--- config.mk ---
export PLATFORM = sky130hd
export DESIGN_NAME = ecc_err_capture
export DESIGN_NICKNAME = d
export VERILOG_FILES = /design/src/rtl/ecc_cap_pkg.sv /design/src/rtl/ecc_cap_ctrl.sv /design/src/rtl/ecc_cap_log.sv /design/src/rtl/ecc_cap_notify.sv /design/src/rtl/ecc_err_capture.sv
export SDC_FILE = /design/constraint.sdc
export NUM_CORES = 1
export LEC_CHECK = 0
export BUFFER_PORTS_ARGS = -buffer_cell sky130_fd_sc_hd__buf_2
export CAP_MARGIN = 0
export CORE_MARGIN = 5
export CORE_UTILIZATION = 40
export DETAILED_ROUTE_END_ITERATION = 10
export PLACE_DENSITY = 0.87
export SLEW_MARGIN = 20
export SYNTH_ARGS = -nofsm -noshare
export SYNTH_HDL_FRONTEND = slang
export SYNTH_HIERARCHICAL = 1
export SYNTH_SLANG_ARGS = --single-unit
--- constraint.sdc ---
create_clock -name clk -period 2.1 [get_ports clk]
set_input_delay 0.105 -clock clk [delete_from_list [all_inputs] [get_ports clk]]
set_output_delay 0.105 -clock clk [all_outputs]
set_load 0.02 [all_outputs]
--- src/rtl/ecc_cap_pkg.sv ---
package ecc_cap_pkg;
  localparam int REG_W   = 32;
  localparam int ADDR_W  = 32;
  localparam int PTR_W   = 19;
  localparam int SYN_W   = 8;
  localparam int GRAIN_W = ADDR_W - PTR_W;

  // register layout, low to high
  localparam int SBE_BIT       = 0;
  localparam int MBE_BIT       = 1;
  localparam int NMI_EN_BIT    = 2;
  localparam int SERR_EN_BIT   = 3;
  localparam int SYN_LSB       = 4;
  localparam int PTR_LSB       = SYN_LSB + SYN_W;
  localparam int SCRUB_DIS_BIT = PTR_LSB + PTR_W;

  typedef struct packed {
    logic scrub_dis;
    logic serr_en;
    logic nmi_en;
  } ctrl_t;

  // region pointer taken from a byte address
  function automatic logic [PTR_W-1:0] addr_to_ptr(input logic [ADDR_W-1:0] a);
    return a[ADDR_W-1 -: PTR_W];
  endfunction

  // base byte address of the region named by a pointer
  function automatic logic [ADDR_W-1:0] ptr_to_base(input logic [PTR_W-1:0] p);
    return {p, {GRAIN_W{1'b0}}};
  endfunction

  function automatic logic [REG_W-1:0] pack_word(input ctrl_t c,
                                                 input logic [PTR_W-1:0] p,
                                                 input logic [SYN_W-1:0] s,
                                                 input logic mbe,
                                                 input logic sbe);
    logic [REG_W-1:0] w;
    w = '0;
    w[SCRUB_DIS_BIT]             = c.scrub_dis;
    w[PTR_LSB +: PTR_W]          = p;
    w[SYN_LSB +: SYN_W]          = s;
    w[SERR_EN_BIT]               = c.serr_en;
    w[NMI_EN_BIT]                = c.nmi_en;
    w[MBE_BIT]                   = mbe;
    w[SBE_BIT]                   = sbe;
    return w;
  endfunction
endpackage

--- src/rtl/ecc_cap_ctrl.sv ---
module ecc_cap_ctrl
  import ecc_cap_pkg::*;
#(
  parameter int DW = REG_W
) (
  input  logic          clk,
  input  logic          rst_n,
  input  logic          wr_en,
  input  logic [DW-1:0] wdata,
  output ctrl_t         ctrl_q
);
  always_ff @(posedge clk) begin
    if (!rst_n) begin
      ctrl_q <= '0;
    end else if (wr_en) begin
      ctrl_q.scrub_dis <= wdata[SCRUB_DIS_BIT];
      ctrl_q.serr_en   <= wdata[SERR_EN_BIT];
      ctrl_q.nmi_en    <= wdata[NMI_EN_BIT];
    end
  end

  // control bits move only on a write
  a_r6_ctrl_hold: assert property (@(posedge clk) disable iff (!rst_n)
    !wr_en |=> $stable(ctrl_q));

  // a write lands its control bits
  a_r6_ctrl_load: assert property (@(posedge clk) disable iff (!rst_n)
    wr_en |=> ctrl_q.scrub_dis == $past(wdata[SCRUB_DIS_BIT]));
endmodule

--- src/rtl/ecc_cap_log.sv ---
module ecc_cap_log
  import ecc_cap_pkg::*;
#(
  parameter int AW = ADDR_W,
  parameter int SW = SYN_W,
  parameter int DW = REG_W
) (
  input  logic             clk,
  input  logic             rst_n,
  input  logic             ce,
  input  logic             ue,
  input  logic [AW-1:0]    addr,
  input  logic [SW-1:0]    syn,
  input  logic             wr_en,
  input  logic [DW-1:0]    wdata,
  output logic             sbe_q,
  output logic             mbe_q,
  output logic [PTR_W-1:0] ptr_q,
  output logic [SW-1:0]    syn_q,
  output logic             cap_sbe
);
  logic busy;
  logic take;
  logic clr_hit;

  assign busy    = sbe_q | mbe_q;
  assign take    = !busy && (ce || ue);
  assign clr_hit = wr_en && wdata[MBE_BIT] && wdata[SBE_BIT];
  assign cap_sbe = take && !ue;

  always_ff @(posedge clk) begin
    if (!rst_n) begin
      sbe_q <= 1'b0;
      mbe_q <= 1'b0;
      ptr_q <= '0;
      syn_q <= '0;
    end else if (take) begin
      mbe_q <= ue;
      sbe_q <= !ue;
      ptr_q <= addr_to_ptr(addr);
      syn_q <= syn;
    end else if (clr_hit) begin
      sbe_q <= 1'b0;
      mbe_q <= 1'b0;
    end
  end

  // lone corrected error while idle
  a_r2_sbe_capture: assert property (@(posedge clk) disable iff (!rst_n)
    take && !ue |=> sbe_q && !mbe_q && ptr_q == addr_to_ptr($past(addr)));

  // multi-bit wins, including a same-cycle pair
  a_r3_mbe_wins: assert property (@(posedge clk) disable iff (!rst_n)
    take && ue |=> mbe_q && !sbe_q);

  // record frozen while logged unless a full clear arrives
  a_r4_frozen: assert property (@(posedge clk) disable iff (!rst_n)
    busy && !clr_hit |=> $stable(ptr_q) && $stable(syn_q) && $stable({mbe_q, sbe_q}));

  // never both flags
  a_r4_exclusive: assert property (@(posedge clk) disable iff (!rst_n)
    !(sbe_q && mbe_q));

  // full clear empties a held record
  a_r5_clear: assert property (@(posedge clk) disable iff (!rst_n)
    busy && clr_hit |=> !sbe_q && !mbe_q);
endmodule

--- src/rtl/ecc_cap_notify.sv ---
module ecc_cap_notify
  import ecc_cap_pkg::*;
#(
  parameter int AW = ADDR_W
) (
  input  logic             clk,
  input  logic             rst_n,
  input  logic             cap_sbe,
  input  ctrl_t            ctrl,
  input  logic             sbe_q,
  input  logic             mbe_q,
  input  logic [PTR_W-1:0] ptr_q,
  output logic             nmi_req,
  output logic             serr_req,
  output logic             scrub_req,
  output logic [AW-1:0]    scrub_addr
);
  logic scrub_q;

  always_ff @(posedge clk) begin
    if (!rst_n) scrub_q <= 1'b0;
    else        scrub_q <= cap_sbe && !ctrl.scrub_dis;
  end

  assign scrub_req  = scrub_q;
  assign scrub_addr = ptr_to_base(ptr_q);
  assign nmi_req    = sbe_q && ctrl.nmi_en;
  assign serr_req   = mbe_q && ctrl.serr_en;

  // single cycle strobe
  a_r9_scrub_single: assert property (@(posedge clk) disable iff (!rst_n)
    scrub_req |=> !scrub_req);

  // only with a single-bit record present
  a_r9_scrub_sbe_only: assert property (@(posedge clk) disable iff (!rst_n)
    scrub_req |-> sbe_q && !mbe_q);

  // follows a capture made with scrubbing enabled
  a_r9_scrub_cause: assert property (@(posedge clk) disable iff (!rst_n)
    cap_sbe && !ctrl.scrub_dis |=> scrub_req);
endmodule

--- src/rtl/ecc_err_capture.sv ---
module ecc_err_capture
  import ecc_cap_pkg::*;
(
  input  logic              clk,
  input  logic              rst_n,
  input  logic              ce_pulse,
  input  logic              ue_pulse,
  input  logic [ADDR_W-1:0] err_addr,
  input  logic [SYN_W-1:0]  err_syn,
  input  logic              reg_we,
  input  logic [REG_W-1:0]  reg_wdata,
  output logic [REG_W-1:0]  reg_rdata,
  output logic              nmi_req,
  output logic              serr_req,
  output logic              scrub_req,
  output logic [ADDR_W-1:0] scrub_addr
);
  ctrl_t             ctrl_q;
  logic              sbe_q;
  logic              mbe_q;
  logic [PTR_W-1:0]  ptr_q;
  logic [SYN_W-1:0]  syn_q;
  logic              cap_sbe;

  ecc_cap_ctrl #(.DW(REG_W)) u_ctrl (
    .clk    (clk),
    .rst_n  (rst_n),
    .wr_en  (reg_we),
    .wdata  (reg_wdata),
    .ctrl_q (ctrl_q)
  );

  ecc_cap_log #(.AW(ADDR_W), .SW(SYN_W), .DW(REG_W)) u_log (
    .clk     (clk),
    .rst_n   (rst_n),
    .ce      (ce_pulse),
    .ue      (ue_pulse),
    .addr    (err_addr),
    .syn     (err_syn),
    .wr_en   (reg_we),
    .wdata   (reg_wdata),
    .sbe_q   (sbe_q),
    .mbe_q   (mbe_q),
    .ptr_q   (ptr_q),
    .syn_q   (syn_q),
    .cap_sbe (cap_sbe)
  );

  ecc_cap_notify #(.AW(ADDR_W)) u_notify (
    .clk        (clk),
    .rst_n      (rst_n),
    .cap_sbe    (cap_sbe),
    .ctrl       (ctrl_q),
    .sbe_q      (sbe_q),
    .mbe_q      (mbe_q),
    .ptr_q      (ptr_q),
    .nmi_req    (nmi_req),
    .serr_req   (serr_req),
    .scrub_req  (scrub_req),
    .scrub_addr (scrub_addr)
  );

  assign reg_rdata = pack_word(ctrl_q, ptr_q, syn_q, mbe_q, sbe_q);

  // NMI level implies a single-bit record visible in the word
  a_r7_nmi_word: assert property (@(posedge clk) disable iff (!rst_n)
    nmi_req |-> reg_rdata[SBE_BIT] && reg_rdata[NMI_EN_BIT]);

  // system-error level implies a multi-bit record visible in the word
  a_r8_serr_word: assert property (@(posedge clk) disable iff (!rst_n)
    serr_req |-> reg_rdata[MBE_BIT] && reg_rdata[SERR_EN_BIT]);
endmodule

* Word-level counts from Yosys, hierarchy flattened
Index checks and enable logic that the tools add are counted.
** Operators by class
- Mux-type cells :: 3
- Reduce and logical (&&, ||, !) cells :: 12
- Bitwise operators :: 1
** Operators by type and width (count)
- $logic_and 1x1->1 :: 7
- $logic_not 1->1 :: 3
- $mux 1 :: 3
- $reduce_bool 2->1 :: 1
- $logic_or 1x1->1 :: 1
- $or 1x1->1 :: 1
** Storage, ports and cells
- Register bits after elaboration :: 33
- Output and inout port bits :: 67
- Logic and storage cells :: 24

* Logic depth before layout (Yosys ltp)
Gate-level depths: netlist of run 1.
- Depth after elaboration :: 5
- Depth in mapped cells :: 5

* Cells and area by module
The synthesis of run 1 kept the hierarchy.
** By module, submodules not included
- ecc_cap_log :: area an instance 1188.6 µm², cells each 127, times used 1, sequential area each 580.6 µm²
- ecc_cap_notify :: area an instance 285.3 µm², cells each 37, times used 1, sequential area each 20.0 µm²
- ecc_cap_ctrl :: area an instance 108.9 µm², cells each 9, times used 1, sequential area each 60.1 µm²
- ecc_err_capture :: area an instance 15.0 µm², cells each 2, times used 1, sequential area each 0.0 µm²

* Worst setup path after synthesis of run 1
Ideal clock, no wire load.
- Path kind :: reg2reg
- Start point :: register u_log.mbe_q
- End point :: register u_log.ptr_q[0]
- Library setup time :: 72 ps
- Slack :: 1032 ps
- Arrival :: 997 ps
- Data required time :: 2028 ps
- Cell stages (with the launch flop) :: 5
- Clock period less this slack :: 1068 ps
- Path through :: dfxtp_1 > nor3_2 > buf_6 > buf_12 > mux2i_1
** Between the ends
- Cells in the longest elaborated chain, start to end :: 3
** Ends and longest elaborated chain
- start: declaration :: line ecc_cap_log.sv:17 : output logic mbe_q,
- start signal: assignment :: line ecc_cap_log.sv:38 : mbe_q <= ue;
- $or 1x1->1 :: line ecc_cap_log.sv:26 : assign busy = sbe_q | mbe_q;
- $logic_not 1->1 :: line ecc_cap_log.sv:27 : assign take = !busy && (ce || ue);
- $logic_and 1x1->1 :: line ecc_cap_log.sv:27
- end signal: assignment :: line ecc_cap_log.sv:40 : ptr_q <= addr_to_ptr(addr);
- end: declaration :: line ecc_cap_log.sv:18 : output logic [PTR_W-1:0] ptr_q,
Every way passes these cells.
A chain may end at the register's enable or synchronous reset.

* Worst setup path after layout of run 1
- Start point :: register u_log.mbe_q
- End point :: register u_log.syn_q[5]
** Between the ends
- Cells in the longest elaborated chain, start to end :: 3
** Ends and longest elaborated chain
- $or 1x1->1 :: line ecc_cap_log.sv:26
- $logic_not 1->1 :: line ecc_cap_log.sv:27
- $logic_and 1x1->1 :: line ecc_cap_log.sv:27
- end signal: assignment :: line ecc_cap_log.sv:41 : syn_q <= syn;
- end: declaration :: line ecc_cap_log.sv:19 : output logic [SW-1:0] syn_q,
Every way passes these cells.

==> metrics.cfg, run 1 <==
[setup_path]
end_kind=flip-flop
r2r-start=u_log/mbe_q$_SDFFE_PN0P_
startpoint=u_log/mbe_q$_SDFFE_PN0P_
critPathKind=reg -> reg
r2r_cells=3
critPathLaunchType=flip-flop
crit_required_ns=2.30
worstPathArrival_ns=1.52
worstPathMaxFanout=27

[finish]
final_layout_size_suffix_gt1_share_pct=41.8
layout.nets=320
stdcell_area_um2=1940
fillers=388
area_delta_synth_final_pct=21.6
diodes=0

[min_path]
min_delay_path_depth=3
hp-start=err_syn[3]
holdCritPathClass=in -> reg

[pwr]
power_switching_mw=0.568
leakagePower_nw=1.09
p_clk_share_pct=29.4
power_frac_seq_pct=42.6
pwr-share-comb_pct=28.0
power.internal_mw=1.17
swShare_pct=32.6
power.density_nw_per_um2=896
peakVddDrop_uv=499

[die]
die-width_um=73.2
die_y_um=73.2
rows=23
die-area_um2=5360
io_pins=144
core-area_um2=3940
start_util_pct=40.5

[yosys]
syn_area_per_cell_um2=9.13
synth_area_um2=1600
async_flop_share_pct=0
synth_top_area_cell=dfxtp_1
ys_seq_elements=33
synth-seq-area-share_pct=41.3
synthFlopType=dfxtp_1
synth-edff-count=0
synth_top_area_share_pct=41.3
yosys_warnings=6
synth.area.top_cells=dfxtp_1 41%, mux2i_1 19%, buf_4 16%
syn_inst=175
yosysMostFrequentCell=nand2_1
synth.distinct_cells=20
ys_top_cells_by_count=54 x nand2_1, 34 x buf_4, 33 x dfxtp_1, 30 x mux2i_1, 5 x buf_2

[clock_tree]
root_buffer=clkbuf_8
path_clk_slew_ns=0.07
clk_path_buf_depth=2
cts_hold_buf=0
cts_buffers=5
numClockSinks=33
postCtsSetupBuffers=0
insertion_delay_ns=0.28
post_cts_resized=0
htree_levels=2
cts_tree=built

[sta]
post-route-min-period_ns=1.32
hold_violations=0
slew_violations=0
setup_tns_ns=0
fin_worst_skew_ns=0.00479
rsz0062_at_grt=false
setup_viol=0
fmax_ghz=0.757
min_period_over_period_pct=62.9

[global_routing]
busiest_layer=met2
grt_pass1_vias=1187
grt_pass1_wl_mm=5.08
grtUsageMet3_pct=5.92
antenna_found_initial=0
grtUsageMet2_pct=19.3
track_usage_pct=12.3
grt.overflow.total=0
grt_max_degree=34
use_met1_pct=14.9

[placed_design]
io_buffers=90
gp_congestion=0.658
post_dp_cell_area_um2=1840
dpl.hpwl_mm=2.55

[routing]
wl_mm=3.32
routedWlPerCell_um=11.3
vias=1257
first_pass_iters=2
via_per_inst=4.28
drt-initial-drc-count=46
drc=0
ant_nets=0

[flow_run]
cap_viol_max_count=0

[outcome]
run_status=finished clean

## flip-flops by register name, indices dropped and copies added (netlist names)
register and cells:
u_log/sbe_q 1, u_ctrl/ctrl_q 3, u_log/syn_q 8, u_log/ptr_q 19
u_log/mbe_q 1, u_notify/scrub_req 1
## kinds of logic after synthesis
kind of cell | share of synthesized area, %
AOI/OAI and AO/OA | 1.57
buffers and inverters | 21.2
DFF | 41.3
muxes | 18.8
other | 0.235
and+or+nand+nor | 16.8
## cell usage in the layout (no fill, tap or decap)
cell      instances
dfxtp_1          33
buf_4             2
mux2i_1          30
nor2b_1           3
clkinv_2          1
nand2_1          54
nor3_4            1
nor4_1            1
a22o_1            1
nor2_2            1
and3b_1           1
a32o_1            1
a31oi_1           1
inv_1             1
and2_1            2
clkbuf_8          7
nor2_1            1
buf_2            90
conb_1           13
## path summary, 6_finish.rpt
check	to	slack, ns
worst max-delay path	u_log/syn_q[5]$_SDFFE_PN0P_	0.78
worst min-delay path	u_log/syn_q[3]$_SDFFE_PN0P_	0.06
worst max register to register	u_log/syn_q[5]$_SDFFE_PN0P_	0.78
worst min register to register	u_log/syn_q[3]$_SDFFE_PN0P_	0.45
## power by group through the flow
stage | registers (mW) | logic [mW] | clock network (mW)
final | 0.742 | 0.487 | 0.512
after global routing | 0.752 | 0.525 | 0.568
after CTS | 0.742 | 0.493 | 0.536
after detailed placement | 0.756 | 0.493 | 0
after global placement | 0.752 | 0.485 | 0
after floorplan | 0.832 | 0.354 | 0
## worst max-delay path, stage by stage, from the launching register on
cell and delay, ns:
dfxtp_1 0.37, nor3_4 0.18, buf_4 0.43, mux2i_1 0.25
## through the flow
step,instances,hold slack [ns],total power [mW],setup WS (ns),util (%)
2_1_floorplan,187,0.233,1.19,1.03,-
3_3_place_gp,286,0.353,1.24,0.830,46.7
3_5_place_dp,286,0.358,1.25,0.770,46.7
4_1_cts,294,0.0526,1.77,0.754,49.3
5_1_grt,294,0.0570,1.84,0.684,49.3
6_report,294,0.0632,1.74,0.779,49.3
## layout make-up
type	count	area (um^2)	area share, %
sequential	33	661	34.0
multi-input combinational	110	649	33.4
timing repair buffer	92	465	24.0
clock buffer	7	96.3	4.96
tap	50	62.6	3.22
clock inverter	1	5.00	0.258
inverter	1	3.75	0.193
## metal layers
metal  wire [um]  vias to the layer above  part of all wire [%]
li1            -                      648                     -
met1        1370                      539                    41
met2        1490                       66                    45
met3         441                        4                    13
met4          22                        0                  0.66
met5           0                        -                     0
No activity file was read; power rests on OpenSTA's default activity.
==> run 2: changes to the inputs <==
ABC_AREA = 1   (was default)
CORE_UTILIZATION = 35   (was 40)
PLACE_DENSITY = 0.79   (was 0.87)
clock period = 1.1 ns   (was 2.1 ns; I/O delays follow)
==> metrics.cfg, run 2 <==
[finish]
area_delta_synth_final_pct=24.8  ; was 21.6%
layout_commonest_cell=buf_2  ; unchanged
final_layout_size_suffix_gt1_share_pct=34.4  ; was 41.8%
regArea_um2=663  ; was 661 um^2
diodes=0  ; unchanged
regMostFlops=u_log/ptr_q  ; unchanged
fillers=498  ; was 388
top_regs=u_log/ptr_q x19, u_log/syn_q x8, u_ctrl/ctrl_q x3  ; unchanged
final_cell_mix=89 x buf_2, 39 x nand2_1, 34 x inv_1  ; was 90 x buf_2, 54 x nand2_1, 33 x dfxtp_1
fin_cells=387  ; was 294
multiInputGateArea_um2=638  ; was 649 um^2
utilization_pct=45.3  ; was 49.3%
layout.nets=396  ; was 320
largest_reg_flops=19  ; unchanged

[yosys]
synth_top_area_cell=dfxtp_1  ; unchanged
synth-seq-area-share_pct=38.0  ; was 41.3%
yosysMostFrequentCell=nand2_1  ; unchanged
syn_area_per_cell_um2=6.92  ; was 9.13 um^2
synth-edff-count=0  ; unchanged
synth.area.top_cells=dfxtp_1 38%, buf_4 16%, nand2_1 8.4%  ; was dfxtp_1 41%, mux2i_1 19%, buf_4 16%
synthFlopType=dfxtp_1  ; unchanged
ys_seq_elements=33  ; unchanged
synth_top_area_share_pct=38.0  ; was 41.3%
async_flop_share_pct=0  ; unchanged
ys_top_cells_by_count=39 x nand2_1, 38 x buf_4, 34 x inv_1, 33 x dfxtp_1, 33 x nor2_1  ; was 54 x nand2_1, 34 x buf_4, 33 x dfxtp_1, 30 x mux2i_1, 5 x buf_2
synth.distinct_cells=14  ; was 20
synth_area_um2=1740  ; was 1600 um^2
syn_inst=251  ; was 175
yosys_warnings=6  ; unchanged

[sta]
fmax_ghz=0.965
hold_violations=0  ; unchanged
fin_worst_skew_ns=0.00426  ; was 0.00479 ns
slew_violations=0  ; unchanged
setup_tns_ns=0  ; unchanged
post-route-min-period_ns=1.04
rsz0062_at_grt=false  ; unchanged
min_period_over_period_pct=94.2
finalWorstSetupSlack_ns=0.0641  ; was 0.779 ns
setup_viol=0  ; unchanged

[global_routing]
grt.overflow.total=0  ; unchanged
grtUsageMet2_pct=20.4  ; was 19.3%
grt_pass1_wl_mm=6.23  ; was 5.08 mm
use_met1_pct=14.6  ; was 14.9%
track_usage_pct=12.2  ; was 12.3%
grt_max_degree=33  ; was 34
antenna_found_initial=0  ; unchanged
grt_pass1_vias=1402  ; was 1187
grtUsageMet3_pct=4.04  ; was 5.92%
busiest_layer=met2  ; unchanged

[setup_path]
critPathKind=reg -> out  ; was reg -> reg
r2r_cells=6  ; was 3
worstPathArrival_ns=0.98  ; was 1.52 ns
worstPathMaxFanout=3  ; was 27
end_kind=output port  ; was flip-flop
slowest_stage=dfxtp_2  ; was buf_4
cpPeakStageDelay_ns=0.35  ; was 0.43 ns
cp_cell_sequence=buf_4, nand2_1, inv_1, buf_2  ; was nor3_4, buf_4, mux2i_1
crit_buf_inv=3  ; was 1
crit_required_ns=1.04  ; was 2.30 ns
reg2reg_slack_ns=0.10  ; was 0.78 ns
crit_cells=4  ; was 3
path_delay_family=flip-flops  ; was buffers and inverters
critPathLaunchType=flip-flop  ; unchanged

[routing]
drt-initial-drc-count=46  ; unchanged
ant_nets=0  ; unchanged
first_pass_iters=4  ; was 2
wl_mm=3.87  ; was 3.32 mm
via_per_inst=4.15  ; was 4.28
routedWlPerCell_um=9.99  ; was 11.3 um
drc=0  ; unchanged
vias=1605  ; was 1257

[outcome]
run_status=finished clean  ; unchanged

[flow_run]
cap_viol_max_count=0  ; unchanged

[die]
start_util_pct=36.3  ; was 40.5%
die_y_um=80.5  ; was 73.2 um
rows=25  ; was 23
io_pins=144  ; unchanged
core-area_um2=4790  ; was 3940 um^2
die-area_um2=6470  ; was 5360 um^2
die-width_um=80.5  ; was 73.2 um

[clock_tree]
insertion_delay_ns=0.28  ; about the same
cts_buffers=5  ; unchanged
cts_hold_buf=0  ; unchanged
clk_path_buf_depth=2  ; unchanged
numClockSinks=33  ; unchanged
path_clk_slew_ns=0.06  ; was 0.07 ns
htree_levels=2  ; unchanged
root_buffer=clkbuf_8  ; unchanged
cts_tree=built  ; unchanged

[pwr]
power_switching_mw=1.17  ; was 0.568 mW
power.density_nw_per_um2=1540  ; was 896 nW/um^2
p_clk_share_pct=25.8  ; was 29.4%
pwr-share-comb_pct=32.0  ; was 28.0%
power.internal_mw=2.18  ; was 1.17 mW
power_mw=3.34  ; was 1.74 mW
swShare_pct=34.9  ; was 32.6%
peakVddDrop_uv=611  ; was 499 uV
power_frac_seq_pct=42.2  ; was 42.6%
leakagePower_nw=1.31  ; was 1.09 nW

[min_path]
min_delay_path_depth=3  ; unchanged
holdCritPathClass=in -> reg  ; unchanged

[placed_design]
io_buffers=90  ; unchanged
dpl.hpwl_mm=2.83  ; was 2.55 mm
gp_congestion=0.716  ; was 0.658
pre_cts_slack_ns=0.0979  ; was 0.770 ns
place_inst=379  ; was 286

run 2: changes by cell type after synthesis, sizes merged, moves of 2 or more:
| cell | change |
|---|---|
| a21oi | +29 |
| and2 | -2 |
| buf | +6 |
| inv | +35 |
| mux2i | -30 |
| nand2 | -14 |
| nand3 | +29 |
| nor2 | +33 |
| nor2b | -3 |
run 2: path summary, 6_finish.rpt:
kind                                                    start                       endpoint
worst min-delay path                                 ue_pulse       u_log/mbe_q$_SDFFE_PN0P_
worst max-delay path                 u_log/sbe_q$_SDFFE_PN0P_                        nmi_req
worst max register to register       u_log/mbe_q$_SDFFE_PN0P_  u_notify/scrub_req$_SDFF_PN0_
worst min register to register  u_ctrl/ctrl_q[2]$_SDFFE_PN0P_  u_notify/scrub_req$_SDFF_PN0_
run 2: power groups by stage:
| stage | Clock [mW] | Sequential, mW | Combinational, mW |
|---|---|---|---|
| finish | 0.863 | 1.41 | 1.07 |
| global placement | 0 | 1.43 | 1.06 |
| detailed placement | 0 | 1.43 | 1.08 |
| CTS | 0.915 | 1.41 | 1.08 |
| floorplan | 0 | 1.59 | 0.709 |
| global route | 0.975 | 1.43 | 1.17 |
run 2: kinds of logic after synthesis:
logic type	count (synthesis)	synth area share, %
other	1	0.216
buffers and inverters	84	28.1
and+or+nand+nor	104	25.3
AOI/OAI and AO/OA	29	8.35
DFF	33	38.0
run 2: through the flow:
stage / hold slack, ns / area, um^2
floorplan: 0.175 / 1780
global placement: 0.327 / 2080
detailed placement: 0.333 / 2080
CTS: 0.0313 / 2160
global route: 0.0405 / 2170
finish: 0.0380 / 2170
run 2: what timing repair did:
action / CTS / global route
setup buffers: 0 / 0
setup endpoints to repair: 1 / 2
resized for setup: 1 / 2
run 2: metal layers:
metal	vias to the layer above	wire, um	share of wire [%]
met4	0	50	1.3
li1	851	-	-
met5	-	0	0
met3	7	371	9.6
met1	683	1680	44
met2	64	1760	46
run 2: final cells by class:
cell class / count / share of cell area, %
sequential: 33 / 30.6
multi-input combinational: 146 / 29.4
timing repair buffer: 97 / 26.2
inverter: 36 / 6.23
tap: 67 / 3.87
clock buffer: 8 / 3.69
run 2: worst register-to-register path: cells and delay by family (launching register included):
| kind | cells | cell delay (ns) |
|---|---|---|
| buffers and inverters | 2 | 0.25 |
| and+or+nand+nor | 4 | 0.38 |
| DFF | 1 | 0.33 |
==> run 3: changes to the inputs <==
--- a/config.mk
+++ b/config.mk
@@ -9,9 +9,8 @@
 export BUFFER_PORTS_ARGS = -buffer_cell sky130_fd_sc_hd__buf_2
 export CAP_MARGIN = 0
-export CORE_MARGIN = 5
+export CORE_MARGIN = 2
 export CORE_UTILIZATION = 35
 export DETAILED_ROUTE_END_ITERATION = 10
 export PLACE_DENSITY = 0.79
-export SLEW_MARGIN = 20
 export SYNTH_ARGS = -nofsm -noshare
 export SYNTH_HDL_FRONTEND = slang
==> constraint.sdc (replaced) <==
create_clock -name clk -period 1.1 [get_ports clk]
set_input_delay 0.11 -clock clk [delete_from_list [all_inputs] [get_ports clk]]
set_output_delay 0.11 -clock clk [all_outputs]
set_load 0.02 [all_outputs]
==> metrics.cfg, run 3 (synthesis results as in run 2) <==
[outcome]
run_status=finished clean  ; unchanged

[sta]
fin_worst_skew_ns=0.00351  ; was 0.00426 ns
rsz0062_at_grt=true  ; was false
min_period_over_period_pct=97.1  ; was 94.2%
setup_viol=0  ; unchanged
fmax_ghz=0.936  ; was 0.965 GHz
slew_violations=0  ; unchanged
post-route-min-period_ns=1.07  ; was 1.04 ns
setup_tns_ns=0  ; unchanged
hold_violations=0  ; unchanged

[clock_tree]
cts_tree=built  ; unchanged
htree_levels=2  ; unchanged
root_buffer=clkbuf_8  ; unchanged
insertion_delay_ns=0.28  ; about the same
path_clk_slew_ns=0.06  ; about the same
numClockSinks=33  ; unchanged
cts_buffers=5  ; unchanged
postCtsSetupBuffers=0  ; unchanged
clk_path_buf_depth=2  ; unchanged

[die]
die_y_um=74.5  ; was 80.5 um
die-width_um=74.5  ; was 80.5 um
die-area_um2=5550  ; was 6470 um^2
core-area_um2=4750  ; was 4790 um^2
io_pins=144  ; unchanged
rows=25  ; unchanged
start_util_pct=36.6  ; was 36.3%

[routing]
vias=1591  ; was 1605
drc=0  ; unchanged
routedWlPerCell_um=9.19  ; was 9.99 um
via_per_inst=4.12  ; was 4.15
ant_nets=0  ; unchanged
wl_mm=3.55  ; was 3.87 mm
drt-initial-drc-count=63  ; was 46
first_pass_iters=4  ; unchanged

[placed_design]
gp_congestion=0.670  ; was 0.716
dpl.hpwl_mm=2.55  ; was 2.83 mm
io_buffers=90  ; unchanged

[pwr]
pwr-share-comb_pct=30.6  ; was 32.0%
swShare_pct=34.1  ; was 34.9%
power.internal_mw=2.29  ; was 2.18 mW
power_mw=3.48  ; was 3.34 mW
power_switching_mw=1.18  ; was 1.17 mW
p_clk_share_pct=28.8  ; was 25.8%
power.density_nw_per_um2=1580  ; was 1540 nW/um^2
leakagePower_nw=1.32  ; was 1.31 nW
power_frac_seq_pct=40.6  ; was 42.2%
peakVddDrop_uv=693  ; was 611 uV

[finish]
layout.nets=395  ; was 396
fillers=510  ; was 498
layout_commonest_cell=buf_2  ; unchanged
final_layout_size_suffix_gt1_share_pct=35.7  ; was 34.4%
final_cell_mix=89 x buf_2, 38 x nand2_1, 33 x nor2_1, 33 x inv_1, 31 x dfxtp_1  ; was 89 x buf_2, 39 x nand2_1, 34 x inv_1
largest_reg_flops=19  ; unchanged
top_regs=u_log/ptr_q x19, u_log/syn_q x8, u_ctrl/ctrl_q x3  ; unchanged
diodes=0  ; unchanged
area_delta_synth_final_pct=26.4  ; was 24.8%
regMostFlops=u_log/ptr_q  ; unchanged

[global_routing]
grt.overflow.total=0  ; unchanged
grt_pass1_wl_mm=5.43  ; was 6.23 mm
grt_pass1_vias=1232  ; was 1402
track_usage_pct=12.7  ; was 12.2%
grt_max_degree=33  ; unchanged
antenna_found_initial=0  ; unchanged

[setup_path]
end_kind=output port  ; unchanged
worstPathMaxFanout=3  ; unchanged
critPathLaunchType=flip-flop  ; unchanged
crit_required_ns=0.99  ; was 1.04 ns
reg2reg_slack_ns=0.08  ; was 0.10 ns
r2r_end=u_notify/scrub_req$_SDFF_PN0_  ; unchanged
r2r_cells=6  ; unchanged
worstPathArrival_ns=0.96  ; was 0.98 ns
r2r-start=u_log/mbe_q$_SDFFE_PN0P_  ; unchanged
critPathKind=reg -> out  ; unchanged

[flow_run]
cap_viol_max_count=0  ; unchanged

[min_path]
holdCritPathClass=in -> reg  ; unchanged
min_delay_path_depth=3  ; unchanged
min_to=u_log/mbe_q$_SDFFE_PN0P_  ; unchanged
hp-start=ue_pulse  ; unchanged

-- run 3: cell type report --
class / count / area, um^2 / area share [%]
clock buffer: 7 / 96.3 / 4.38
clock inverter: 1 / 5.00 / 0.228
inverter: 36 / 135 / 6.15
multi-input combinational: 146 / 641 / 29.2
sequential: 33 / 668 / 30.4
tap: 67 / 83.8 / 3.82
timing repair buffer: 96 / 568 / 25.9
-- run 3: per-stage QoR --
stage	util (%)	hold slack (ns)	instance area, um^2	setup WS, ns	std cells
finish	46.2	0.0983	2200	0.0319	386
global placement	43.7	0.383	2080	0.0810	378
floorplan	-	0.230	1780	0.104	263
global route	46.2	0.102	2200	-0.00651	386
detailed placement	43.7	0.397	2080	0.0815	378
CTS	46.1	0.0843	2190	0.00725	386
-- run 3: power groups by stage --
stage / clock [mW] / combinational, mW / sequential, mW
6_report: 1.00 / 1.06 / 1.41
5_1_grt: 1.09 / 1.17 / 1.43
4_1_cts: 1.04 / 1.07 / 1.41
3_5_place_dp: 0 / 1.07 / 1.44
3_3_place_gp: 0 / 1.05 / 1.43
2_1_floorplan: 0 / 0.709 / 1.59
-- run 3: worst max path at each step --
stage                             start                       endpoint  depth (start not counted)  slack, ns
6_report       u_log/mbe_q$_SDFFE_PN0P_                       serr_req                          4       0.03
5_1_grt        u_log/mbe_q$_SDFFE_PN0P_                       serr_req                          4     -0.007
4_1_cts        u_log/mbe_q$_SDFFE_PN0P_                       serr_req                          4      0.007
3_5_place_dp   u_log/sbe_q$_SDFFE_PN0P_  u_notify/scrub_req$_SDFF_PN0_                          6       0.08
3_3_place_gp   u_log/sbe_q$_SDFFE_PN0P_  u_notify/scrub_req$_SDFF_PN0_                          6       0.08
2_1_floorplan  u_log/mbe_q$_SDFFE_PN0P_    u_log/ptr_q[4]$_SDFFE_PN0P_                          6       0.10
-- run 3: repair_timing --
action                                  4_1_cts  5_1_grt
pin swaps                                     0        0
gates resized for setup                       5        4
endpoints found under the setup margin        2        2
hold buffers                                  0        0
-- run 3: critical path, cell delays in order (launching register included) --
cell     delay (ns)
dfxtp_4        0.36
buf_6          0.12
nand2_2        0.06
inv_2          0.03
buf_6          0.12
-- run 3: per-layer routing --
metal | up-vias | global-route usage, % | share of wire (%)
met5 | - | 0 | 0
met4 | 0 | 4.76 | 1.4
met3 | 6 | 4.20 | 7.8
met2 | 60 | 22.0 | 47
met1 | 674 | 14.5 | 43
li1 | 851 | - | -
